`src/rtl/qi_pkg.sv`:
```
package qi_pkg;
    typedef enum logic [2:0] {
        SEL_GCMD  = 3'd0,
        SEL_QADDR = 3'd1,
        SEL_TAIL  = 3'd2,
        SEL_CCTL  = 3'd3,
        SEL_CDATA = 3'd4,
        SEL_CADDR = 3'd5,
        SEL_FSTS  = 3'd6
    } qi_reg_e;

    typedef enum logic [3:0] {
        DSC_CTX   = 4'd1,
        DSC_IOTLB = 4'd2,
        DSC_IEC   = 4'd4,
        DSC_WAIT  = 4'd5
    } qi_dsc_e;

    typedef enum logic [2:0] {
        ST_IDLE,
        ST_FETCH,
        ST_EXEC,
        ST_STATUS,
        ST_NOTIFY
    } qi_state_e;

    localparam int FLAG_IRQ = 4;
    localparam int FLAG_STS = 5;
    localparam int SIZE_SPAN = 7;
endpackage

```
`src/rtl/qi_regs.sv`:
```
module qi_regs
    import qi_pkg::*;
#(
    parameter int PAW   = 48,
    parameter int OFF_W = 19
) (
    input  logic                 clk,
    input  logic                 rst_n,
    input  logic                 wr_en,
    input  qi_reg_e              wr_sel,
    input  logic [63:0]          wr_data,
    input  logic                 notify,
    input  logic                 err_set,
    output logic                 en_req,
    output logic [PAW-13:0]      qbase,
    output logic [2:0]           qsz,
    output logic [OFF_W-1:0]     tail_off,
    output logic                 err,
    output logic                 ip,
    output logic                 msg_valid,
    output logic [31:0]          msg_addr,
    output logic [31:0]          msg_data
);
    logic cmask;
    logic mask_nxt;
    logic send;
    logic unused_wd;

    assign unused_wd = ^wr_data;

    // Mask value seen this cycle includes a same-cycle write to it.
    always_comb begin
        mask_nxt = (wr_en && wr_sel == SEL_CCTL) ? wr_data[0] : cmask;
        send     = !mask_nxt && (ip || notify);
    end

    always_ff @(posedge clk or negedge rst_n) begin
        if (!rst_n) begin
            en_req    <= 1'b0;
            qbase     <= '0;
            qsz       <= '0;
            tail_off  <= '0;
            cmask     <= 1'b0;
            msg_addr  <= '0;
            msg_data  <= '0;
            err       <= 1'b0;
            ip        <= 1'b0;
            msg_valid <= 1'b0;
        end else begin
            cmask     <= mask_nxt;
            ip        <= mask_nxt && (ip || notify);
            msg_valid <= send;
            if (err_set) begin
                err <= 1'b1;
            end else if (wr_en && wr_sel == SEL_FSTS && wr_data[0]) begin
                err <= 1'b0;
            end
            if (wr_en) begin
                case (wr_sel)
                    SEL_GCMD:  en_req   <= wr_data[0];
                    SEL_QADDR: begin
                        qbase <= wr_data[PAW-1:12];
                        qsz   <= wr_data[2:0];
                    end
                    SEL_TAIL:  tail_off <= {wr_data[OFF_W-1:4], 4'b0000};
                    SEL_CDATA: msg_data <= wr_data[31:0];
                    SEL_CADDR: msg_addr <= wr_data[31:0];
                    default:   ;
                endcase
            end
        end
    end
endmodule

```
`src/rtl/qi_fsm.sv`:
```
module qi_fsm
    import qi_pkg::*;
#(
    parameter int PAW     = 48,
    parameter int MIN_LOG = 8,
    parameter int OFF_W   = 19
) (
    input  logic              clk,
    input  logic              rst_n,
    input  logic              en_req,
    input  logic [PAW-13:0]   qbase,
    input  logic [2:0]        qsz,
    input  logic [OFF_W-1:0]  tail_off,
    input  logic              err,
    input  logic              mem_ack,
    input  logic [127:0]      mem_rdata,
    output logic              en_sts,
    output logic [OFF_W-1:0]  head,
    output logic              mem_req,
    output logic              mem_we,
    output logic [PAW-1:0]    mem_addr,
    output logic [31:0]       mem_wdata,
    output logic              notify,
    output logic              err_set
);
    localparam logic [2:0] SPAN_L = 3'(OFF_W - 4 - MIN_LOG);

    qi_state_e        state;
    logic [127:0]     desc;
    qi_dsc_e          dtype;
    logic             known;
    logic [OFF_W-1:0] qmask;
    logic [OFF_W-1:0] head_inc;
    logic [OFF_W-1:0] tail_m;
    logic [PAW-1:0]   fetch_addr;
    logic [PAW-1:0]   stat_addr;
    logic             unused_desc;

    assign unused_desc = ^{desc[31:6], desc[65:64], desc[127:64+PAW]};

    always_comb begin
        qmask      = {OFF_W{1'b1}} >> (SPAN_L - qsz);
        head_inc   = (head + OFF_W'(16)) & qmask;
        tail_m     = tail_off & qmask;
        fetch_addr = {qbase, 12'h000} + PAW'(head);
        stat_addr  = {desc[64+PAW-1:66], 2'b00};
        dtype      = qi_dsc_e'(desc[3:0]);
        known      = (dtype == DSC_CTX) || (dtype == DSC_IOTLB) ||
                     (dtype == DSC_IEC) || (dtype == DSC_WAIT);
    end

    // State register, head pointer and enable handshake
    always_ff @(posedge clk or negedge rst_n) begin
        if (!rst_n) begin
            state  <= ST_IDLE;
            head   <= '0;
            en_sts <= 1'b0;
            desc   <= '0;
        end else begin
            unique case (state)
                ST_IDLE: begin
                    if (en_req && !en_sts) begin
                        en_sts <= 1'b1;
                        head   <= '0;
                    end else if (!en_req && en_sts) begin
                        en_sts <= 1'b0;
                    end else if (en_sts && !err && head != tail_m) begin
                        state <= ST_FETCH;
                    end
                end
                ST_FETCH: begin
                    if (mem_ack) begin
                        desc  <= mem_rdata;
                        state <= ST_EXEC;
                    end
                end
                ST_EXEC: begin
                    case (dtype)
                        DSC_CTX, DSC_IOTLB, DSC_IEC: begin
                            head  <= head_inc;
                            state <= ST_IDLE;
                        end
                        DSC_WAIT: begin
                            if (desc[FLAG_STS]) begin
                                state <= ST_STATUS;
                            end else if (desc[FLAG_IRQ]) begin
                                state <= ST_NOTIFY;
                            end else begin
                                head  <= head_inc;
                                state <= ST_IDLE;
                            end
                        end
                        default: state <= ST_IDLE;
                    endcase
                end
                ST_STATUS: begin
                    if (mem_ack) begin
                        if (desc[FLAG_IRQ]) begin
                            state <= ST_NOTIFY;
                        end else begin
                            head  <= head_inc;
                            state <= ST_IDLE;
                        end
                    end
                end
                ST_NOTIFY: begin
                    head  <= head_inc;
                    state <= ST_IDLE;
                end
            endcase
        end
    end

    // Outputs decoded from the current state
    always_comb begin
        mem_req   = 1'b0;
        mem_we    = 1'b0;
        mem_addr  = '0;
        mem_wdata = '0;
        notify    = 1'b0;
        err_set   = 1'b0;
        unique case (state)
            ST_IDLE:   ;
            ST_FETCH: begin
                mem_req  = 1'b1;
                mem_addr = fetch_addr;
            end
            ST_EXEC:   err_set = !known;
            ST_STATUS: begin
                mem_req   = 1'b1;
                mem_we    = 1'b1;
                mem_addr  = stat_addr;
                mem_wdata = desc[63:32];
            end
            ST_NOTIFY: notify = 1'b1;
        endcase
    end
endmodule

```
`src/rtl/inv_queue_engine.sv`:
```
module inv_queue_engine
    import qi_pkg::*;
#(
    parameter int PAW     = 48,
    parameter int MIN_LOG = 8
) (
    input  logic                  clk,
    input  logic                  rst_n,
    input  logic                  reg_wr_en,
    input  logic [2:0]            reg_sel,
    input  logic [63:0]           reg_wdata,
    output logic                  q_enabled,
    output logic [MIN_LOG+10:0]   q_head,
    output logic                  q_error,
    output logic                  cmpl_pending,
    output logic                  mem_req,
    output logic                  mem_we,
    output logic [PAW-1:0]        mem_addr,
    output logic [31:0]           mem_wdata,
    input  logic [127:0]          mem_rdata,
    input  logic                  mem_ack,
    output logic                  msg_valid,
    output logic [31:0]           msg_addr,
    output logic [31:0]           msg_data
);
    localparam int OFF_W = 4 + MIN_LOG + SIZE_SPAN;

    logic              en_req;
    logic [PAW-13:0]   qbase;
    logic [2:0]        qsz;
    logic [OFF_W-1:0]  tail_off;
    logic              notify;
    logic              err_set;

    qi_regs #(.PAW(PAW), .OFF_W(OFF_W)) u_regs (
        .clk       (clk),
        .rst_n     (rst_n),
        .wr_en     (reg_wr_en),
        .wr_sel    (qi_reg_e'(reg_sel)),
        .wr_data   (reg_wdata),
        .notify    (notify),
        .err_set   (err_set),
        .en_req    (en_req),
        .qbase     (qbase),
        .qsz       (qsz),
        .tail_off  (tail_off),
        .err       (q_error),
        .ip        (cmpl_pending),
        .msg_valid (msg_valid),
        .msg_addr  (msg_addr),
        .msg_data  (msg_data)
    );

    qi_fsm #(.PAW(PAW), .MIN_LOG(MIN_LOG), .OFF_W(OFF_W)) u_fsm (
        .clk       (clk),
        .rst_n     (rst_n),
        .en_req    (en_req),
        .qbase     (qbase),
        .qsz       (qsz),
        .tail_off  (tail_off),
        .err       (q_error),
        .mem_ack   (mem_ack),
        .mem_rdata (mem_rdata),
        .en_sts    (q_enabled),
        .head      (q_head),
        .mem_req   (mem_req),
        .mem_we    (mem_we),
        .mem_addr  (mem_addr),
        .mem_wdata (mem_wdata),
        .notify    (notify),
        .err_set   (err_set)
    );
endmodule

```
`config.mk`:
```
export PLATFORM = sky130hd
export DESIGN_NAME = inv_queue_engine
export DESIGN_NICKNAME = d
export VERILOG_FILES = /design/src/rtl/qi_pkg.sv /design/src/rtl/qi_regs.sv /design/src/rtl/qi_fsm.sv /design/src/rtl/inv_queue_engine.sv
export SDC_FILE = /design/constraint.sdc
export NUM_CORES = 1
export LEC_CHECK = 0
export ABC_AREA = 1
export BUFFER_PORTS_ARGS = -buffer_cell sky130_fd_sc_hd__buf_4
export CAP_MARGIN = 20
export CORE_MARGIN = 2
export CORE_UTILIZATION = 49
export DETAILED_ROUTE_END_ITERATION = 8
export MAX_ROUTING_LAYER = met4
export PLACE_DENSITY = 0.77
export SYNTH_ARGS = -nofsm -noshare
export SYNTH_HDL_FRONTEND = slang
export SYNTH_SLANG_ARGS = --single-unit
```
`constraint.sdc`:
```
create_clock -name clk -period 5.63 [get_ports clk]
set_input_delay 0.2815 -clock clk [delete_from_list [all_inputs] [get_ports clk]]
set_output_delay 0.2815 -clock clk [all_outputs]
set_load 0.02 [all_outputs]
```
* Yosys cells after proc, flatten, opt, wreduce, memory -nomap -nowiden
Index checks and enable logic that the tools add are counted.
** Word-level totals
- Register bits after elaboration :: 258
- Input port bits :: 199
- Output and inout port bits :: 169
** Operators by class
- Add/subtract/negate cells :: 3
- Equal/unequal tests :: 23
- Shifts and indexed selects :: 1
- Muxes and demuxes :: 26
- Bitwise operators :: 2
- Reductions and logical operators :: 34
** Operators by type and width (number)
- $pmux W48 S2 :: 1
- $mux W19 :: 4
- $pmux W19 S4 :: 1
- $add A48 B19 Y48 :: 1
- $and A19 B19 Y19 :: 2
- $pmux W19 S2 :: 1
- $mux W32 :: 1
- $mux W3 :: 8
- $add A19 B5 Y19 const B :: 1
- $ne A19 B19 Y1 :: 1
- $shr A19 B3 Y19 const A :: 1
- $pmux W3 S5 :: 1
- $reduce_and A2 Y1 :: 7
- $eq A3 B2 Y1 const B :: 4
- $eq A3 B3 Y1 const B :: 4
- $reduce_and A5 Y1 :: 2
- $logic_and A1 B1 Y1 :: 9
- $mux W1 :: 9
- $eq A4 B3 Y1 const B :: 2
- $ne A2 B2 Y1 const B :: 4
- $eq A3 B1 Y1 const B :: 2
- $logic_not A3 Y1 :: 2
- $logic_not A1 Y1 :: 5
- $eq A4 B1 Y1 const B :: 1
- other kinds (10) :: 15

* Logic depth before layout (Yosys ltp)
Gate-level depths: netlist of run 1.
- Depth after elaboration :: 9
- Gate-level depth with buffers :: 14

* Modules after synthesis
From an unflattened synthesis of run 1, not the netlist that was laid out.
** Second synthesis, totals
- Cells, all modules :: 1432
- Area, all modules :: 12046.6 um2
** Modules (own cells, without submodules)
- qi_fsm :: times used 1, cells each 963, area each 7070.5 um2, sequential area each 2677.6 um2
- qi_regs :: times used 1, cells each 469, area each 4976.0 um2, sequential area each 3078.0 um2

* Worst setup path before layout of run 1
No wires, ideal clock.
- Path kind :: flip-flop to output port
- Start :: register u_fsm.head[12]
- End :: output mem_addr[30]
- Arrival :: 2438 ps
- Required time :: 5349 ps
- Setup slack :: 2911 ps
- Stages on the path, launching flop included :: 13
- Path buffers :: 0
- Cells stage by stage :: dfrtp_1 ha_1 inv_1 fa_1 inv_1 nand2_1 o21ai_1 a21oi_1 nor2_1 nand2_1 nand2_1 nand2_1 o21ai_0
** Between the ends
- Word-level cells in the longest chain between the ends :: 2
** RTL lines
- start: declaration :: line qi_fsm.sv:18 : output logic [OFF_W-1:0] head,
- start signal: assignment :: line qi_fsm.sv:80 : head <= head_inc;
- start signal: assignment :: line qi_fsm.sv:89 : head <= head_inc;
- start signal: assignment :: line qi_fsm.sv:101 : head <= head_inc;
- $add A48 B19 Y48 :: line qi_fsm.sv:45 : fetch_addr = {qbase, 12'h000} + PAW'(head);
- $pmux W48 S2 :: line qi_fsm.sv:122 : unique case (state)
- end: declaration :: line inv_queue_engine.sv:18 : output logic [PAW-1:0] mem_addr,
No other way between the ends.

* Worst setup path in the final report of run 1
Same ends and word-level chain as after synthesis.

==> run summary, run 1 <==
status: complete, no violations
most frequent cells after synthesis: nand2_1, dfrtp_1, nor2_1, inv_1, o21ai_0
adder and majority cell fraction of the synthesized area: 1.283%
post-synthesis mux area share: 5.077%
post-DP HPWL: 25,160 um
total track usage: 29.13%
Hold Crit Depth: 3
WHS: 6.602 ps
average size of a mapped cell: 8.092 um2
DRT iter0 DRCs: 919
Total Wirelength: 35,040 um
Layout Utilization: 67.01%
syn_nets: 1,608
Pre-antenna DRT Iters: 5
# fillers: 1,893
register cell area after layout: 5756 um2
NumNets Final: 1,956
Vias: 10,786
first-pass GRT wire length: 54,550 um
normalized max-slew margin: 32.89%
Cell Count Post-Placement: 1,945
share of layout cells above drive strength 1: 24.36%
Die Area: 24,320 um2
Synth Flop Type: dfrtp_1
CTS Sinks: 230
Leak: 7.781 nW
Post-route DRC: 0
largest vdd supply drop: 0.2325 mV
Core Area: 22,640 um2
YS warnings: 0
total CTS buffers: 25
routability cong.: 0.9157
antenna violations before repair: 1
crit path time final: 4089 ps
critical path peak fanout: 11
vias in the first global route: 10,328
R2R cell count: 7
Final setup viols: 0
Chip Width: 155.9 um
sequential cell area fraction in the yosys report: 50.88%
RSZ-0062 raised after global routing: no
Starting Density: 49.96%
number of distinct library cells after synthesis: 44
Yosys reg bits: 230
max frequency: 0.2445 GHz
r2r endpoint: u_fsm.desc[89]
post-DR vias/cell: 5.259
compound-gate portion of the synthesized area: 11.62%
hold_buf cts: 59
r2r setup slk: 2300 ps
Post-Syn Area: 11,310 um2
total grt overflow: 0
antenna viol nets, final: 0
Clock Pin Slew Worst Setup and Hold Paths: 60 ps
critical path data required time: 5350 ps
Root Driver: clkbuf_16
Critical Path AT: 3810 ps
clk_skew: 16.96 ps
total power: 0.006000 W
crit path kind: register to output pin
post-CTS setup buffer count: 0
PwrDens: 395.5 nW/um2
Gate Count Post-Synth: 1,398
Clock Latency Late Sink: 530 ps
top cells by area, synth: dfrtp_1, nand2_1, o21ai_0
CTS tree: yes
hold endpoint: u_regs.qbase[23]
Hold Path Class: input pin to register
XOR/XNOR Fraction of Synth Area: 0.4646%
CTS HTree Levels: 1
WL/cell: 17.08 um
total negative setup slack: 0 ps
worst setup path start: u_fsm.head[12]
most numerous cell in the Yosys netlist: nand2_1
area taken by multi-input logic gates: 4745 um2
Setup crit start kind: register
max cap viols: 0
post-cts sizing count: 0
Final Hold Viols: 0
Non-Filler Instances: 2,051
post-synth top area share: 50.88%
Area Overhead vs Synth: 34.11%
leading area contributor after synthesis: dfrtp_1
die height: 155.9 um
num ports: 368
largest family of logic cells by synthesized area: simple AND/OR/NAND/NOR gates
Least-Margin Pin Slew: 1003 ps
hold wc startpoint: reg_wdata[35]
Critical Path End Type: output pin
row count: 55
Post-synth EDFFs: 0
Final Cycle Share: 72.63%
CTS Buffer Depth: 3
worst flop-to-flop path startpoint: u_fsm.state[0]
port bufs: 307
pin count of the biggest net entering global routing: 126
Final Max Tran Viols: 0
FFs w/ async S/R, synth: 100.0%
Synth Area in Simple Gates: 23.38%
==> worst max-delay path, cell delays in order (launching register included) <==
cell     delay (ps)
dfrtp_1         500
ha_1            280
inv_1            70
fa_1            360
inv_1            70
nand2_1          60
o21ai_1         310
a21oi_1         290
nor2_1          680
nand2_1         150
nand2_1         100
nand2_1          40
o21ai_0         180
buf_4           180
==> sequential cells by signal (all words and copies together), names as in the netlist, 3 cells and up <==
register         count
u_regs.qsz           3
u_fsm.desc          84
u_fsm.state          3
u_regs.msg_addr     32
u_regs.msg_data     32
u_regs.tail_off     15
u_fsm.head          19
u_regs.qbase        36
==> where the power goes <==
| part | internal (W) | switching (W) | leakage (nW) |
|---|---|---|---|
| Combinational | 0.000813 | 0.00121 | 4.61 |
| Sequential | 0.00213 | 0.000307 | 2.79 |
| Clock | 0.000875 | 0.000669 | 0.375 |
==> area by class of cell <==
cell class | count | share of cell area (%)
flip-flops and latches | 230 | 37.94
multi-input cells | 959 | 31.27
repair buffers | 373 | 19.48
clock buffers | 37 | 4.685
inverters | 157 | 3.901
well taps | 285 | 2.351
clock inverters | 9 | 0.3546
diodes | 1 | 0.01649
==> metrics by stage <==
stage          setup WS (ps)  area (um2)
2_1_floorplan           2911       11310
3_3_place_gp            2177       13810
3_5_place_dp            2134       13810
4_1_cts                 1566       15170
5_1_grt                 1273       15170
6_report                1541       15170
==> how the worst max path moves through the flow <==
stage                         endpoint  cells past startpoint
final                     mem_addr[30]                     13
after global routing      mem_addr[30]                     13
after CTS                 mem_addr[30]                     13
after detailed placement  mem_addr[30]                     13
after global placement    mem_addr[30]                     13
after floorplan           mem_addr[30]                     12
==> logic make-up after synthesis <==
logic type | after synthesis
and+or+nand+nor | 640
AOI/OAI and AO/OA | 251
DFF | 230
buffers and inverters | 209
muxes | 51
adders and majority gates | 11
xor gates and xnor gates | 6
==> layout by cell type, fill, tap and decap left out, types with 25 or more instances in the layout <==
| cell type | Yosys | routed |
|---|---|---|
| a21oi_1 | 78 | 78 |
| nor2_1 | 161 | 161 |
| nand3_1 | 71 | 71 |
| inv_1 | 149 | 149 |
| o21ai_0 | 148 | 148 |
| buf_4 | 3 | 313 |
| clkbuf_16 | 0 | 25 |
| nand2_1 | 356 | 353 |
| mux2_2 | 50 | 50 |
| dlygate4sd3_1 | 0 | 59 |
| dfrtp_1 | 230 | 230 |
==> metal layers <==
metal | wire length (um) | GRT usage (%) | vias to the layer above
met2 | 15740 | 45.01 | 432
met4 | 943 | 7.995 | 0
met5 | 0 | - | -
met3 | 2596 | 3.944 | 73
met1 | 15760 | 40.78 | 5074
li1 | - | - | 5207
(Power assumes the default switching activity.)
==> inputs of run 2 (changes only) <==
ABC_AREA = 0   (was 1)
clock period = 3.8 ns   (was 5.63 ns; I/O delays follow)
==> run 2 against run 1 <==
Against the previous run: non-clock buffer count grew 84; core utilization grew 3.5 points; register-to-register slack lost 880 ps; final cell count shrank 18%; via count shrank 12%; worst hold slack gained 21 ps; global-route usage shrank 1.6 points; first-iteration DRC count shrank 15%.
==> run summary, run 2 <==
Clock Latency Late Sink: 520 ps
most common cell after layout, fill and taps aside: buf_4
antenna viol nets, final: 0
sequential cell area fraction in the yosys report: 51.03%
leading area contributor after synthesis: dfrtp_1
# fillers: 1,560
post-cts sizing count: 0
CTS tree: yes
num ports: 368
FFs w/ async S/R, synth: 100.0%
most numerous cell in the Yosys netlist: dfrtp_1
CTS HTree Levels: 1
Leak: 7.223 nW
cell mode on critical path: buf_4
Core Area: 22,640 um2
Vias: 9,529
total negative setup slack: 0 ps
largest vdd supply drop: 0.4605 mV
top cells by area, synth: dfrtp_1, mux2_2, o21ai_0
share of layout cells above drive strength 1: 41.31%
Layout Utilization: 70.51%
port bufs: 307
most frequent cells after synthesis: dfrtp_1, mux2_2, o21ai_0, and3_1, clkbuf_1
Setup crit start kind: register
Starting Density: 49.82%
total grt overflow: 0
CP max stage delay: 480 ps
PwrDens: 626.2 nW/um2
normalized max-slew margin: 30.29%
total CTS buffers: 25
slowest stage cell, crit path: dfrtp_1
first-pass GRT wire length: 51,610 um
CTS Sinks: 230
YS warnings: 0
row count: 55
status: complete, no violations
Final Hold Viols: 0
post-synth top area share: 51.03%
Pre-antenna DRT Iters: 5
Area Overhead vs Synth: 41.52%
total track usage: 27.56%
syn_nets: 1,176
antenna violations before repair: 1
critical path peak fanout: 7
Critical Path End Type: output pin
post-CTS setup buffer count: 0
DRT iter0 DRCs: 780
Gate Count Post-Synth: 966
Top reg by flops: u_fsm.desc
die height: 155.7 um
Chip Width: 155.7 um
max frequency: 0.2978 GHz
post-DP HPWL: 22,010 um
pin count of the biggest net entering global routing: 135
average size of a mapped cell: 11.68 um2
Root Driver: clkbuf_16
WL/cell: 19.88 um
Hold Path Class: input pin to register
max reg flops: 84
Post-route DRC: 0
Final Cycle Share: 88.36%
RSZ-0062 raised after global routing: no
critical path data required time: 3610 ps
routability cong.: 0.8866
Least-Margin Pin Slew: 1046 ps
vias in the first global route: 9,515
max cap viols: 0
Final setup viols: 0
post-DR vias/cell: 5.638
commonest non-fill, non-tap cells in the layout: buf_4, dfrtp_1, mux2_2
Yosys reg bits: 230
crit path kind: register to output pin
crit path time final: 3358 ps
Post-synth EDFFs: 0
NumNets Final: 1,596
Final Max Tran Viols: 0
number of distinct library cells after synthesis: 67
Clock Pin Slew Worst Setup and Hold Paths: 60 ps
clk_skew: 13.22 ps
Critical Path AT: 3170 ps
Total Wirelength: 33,600 um
Synth Flop Type: dfrtp_1
Die Area: 24,250 um2
Largest regs: u_fsm.desc: 84 flops, u_regs.qbase: 36 flops
CTS Buffer Depth: 3
CP cell instances: ha_1 > inv_1 > fa_1 > nor2b_1 > o31ai_2 > buf_4 > a2111oi_4 > nand4_1 > a31oi_1 > buf_4
Post-Syn Area: 11,280 um2
==> run 2: metrics by stage <==
step	setup WS, ps	hold WS (ps)	area, um2	cells	total power (W)
2_1_floorplan	1065	-105.6	11280	966	0.006091
3_3_place_gp	1070	389.6	13860	1510	0.007456
3_5_place_dp	1023	394.2	13870	1511	0.007566
4_1_cts	458.5	4.449	15960	1689	0.009979
5_1_grt	283.9	12.78	15960	1690	0.01050
6_report	442.4	27.51	15960	1690	0.009997
==> run 2: worst paths after layout <==
path | endpoint | from | depth (start not counted) | slack (ps)
min in group asynchronous | u_regs.qbase[21] | rst_n | 2 | 350
max in group asynchronous | u_fsm.desc[100] | rst_n | 3 | 2380
worst max-delay path | mem_addr[36] | u_fsm.head[12] | 10 | 440
worst max register to register | u_fsm.head[12] | u_fsm.state[1] | 5 | 1420
worst min-delay path | u_regs.en_req | reg_sel[1] | 4 | 30
worst min register to register | u_fsm.desc[50] | u_fsm.desc[50] | 1 | 500
==> run 2: cells by family (layout without fill, tap and decap cells) <==
family	count (synthesis)	in the layout	share of synthesized area, %
and+or+nand+nor	226	226	11.25
AOI/OAI and AO/OA	178	178	10.56
xor gates and xnor gates	32	32	2.485
buffers and inverters	84	522	3.073
adders and majority gates	11	11	1.287
DFF	230	230	51.03
muxes	205	205	20.32
other	0	1	0
==> run 2: layer usage <==
| metal | share of wire (%) | global-route usage (%) |
|---|---|---|
| met5 | 0 | - |
| met4 | 3.2 | 8.650 |
| met2 | 48 | 43.93 |
| met3 | 6.0 | 5.083 |
| met1 | 43 | 36.09 |
==> run 2: layout make-up <==
class	instances	area (um2)	area share (%)
Clock inverter	10	68.82	0.4311
Tap cell	285	356.6	2.234
Inverter	20	75.07	0.4703
Multi-Input combinational cell	652	5197	32.56
Antenna cell	1	2.502	0.01568
Clock buffer	35	693.2	4.342
Sequential cell	230	5757	36.06
Timing Repair Buffer	457	3812	23.88
==> run 2: worst max-delay path, delay by kind of cell, from the launching register on <==
kind                     cells  cell delay (ps)
AO/OA/AOI/OAI                3              750
adder cells (fa/ha/maj)      2              630
buffers and inverters        3              440
flip-flops                   1              480
AND/OR/NAND/NOR              2              330
==> run 2: power by group <==
group	switching [W]	internal (W)
clock network	0.000992	0.00128
registers	0.000622	0.00322
logic	0.00205	0.00183
==> run 2: what timing repair did <==
action,4_1_cts,5_1_grt
setup endpoints to repair,0,0
hold endpoints to repair,336,0
hold buffers,133,0
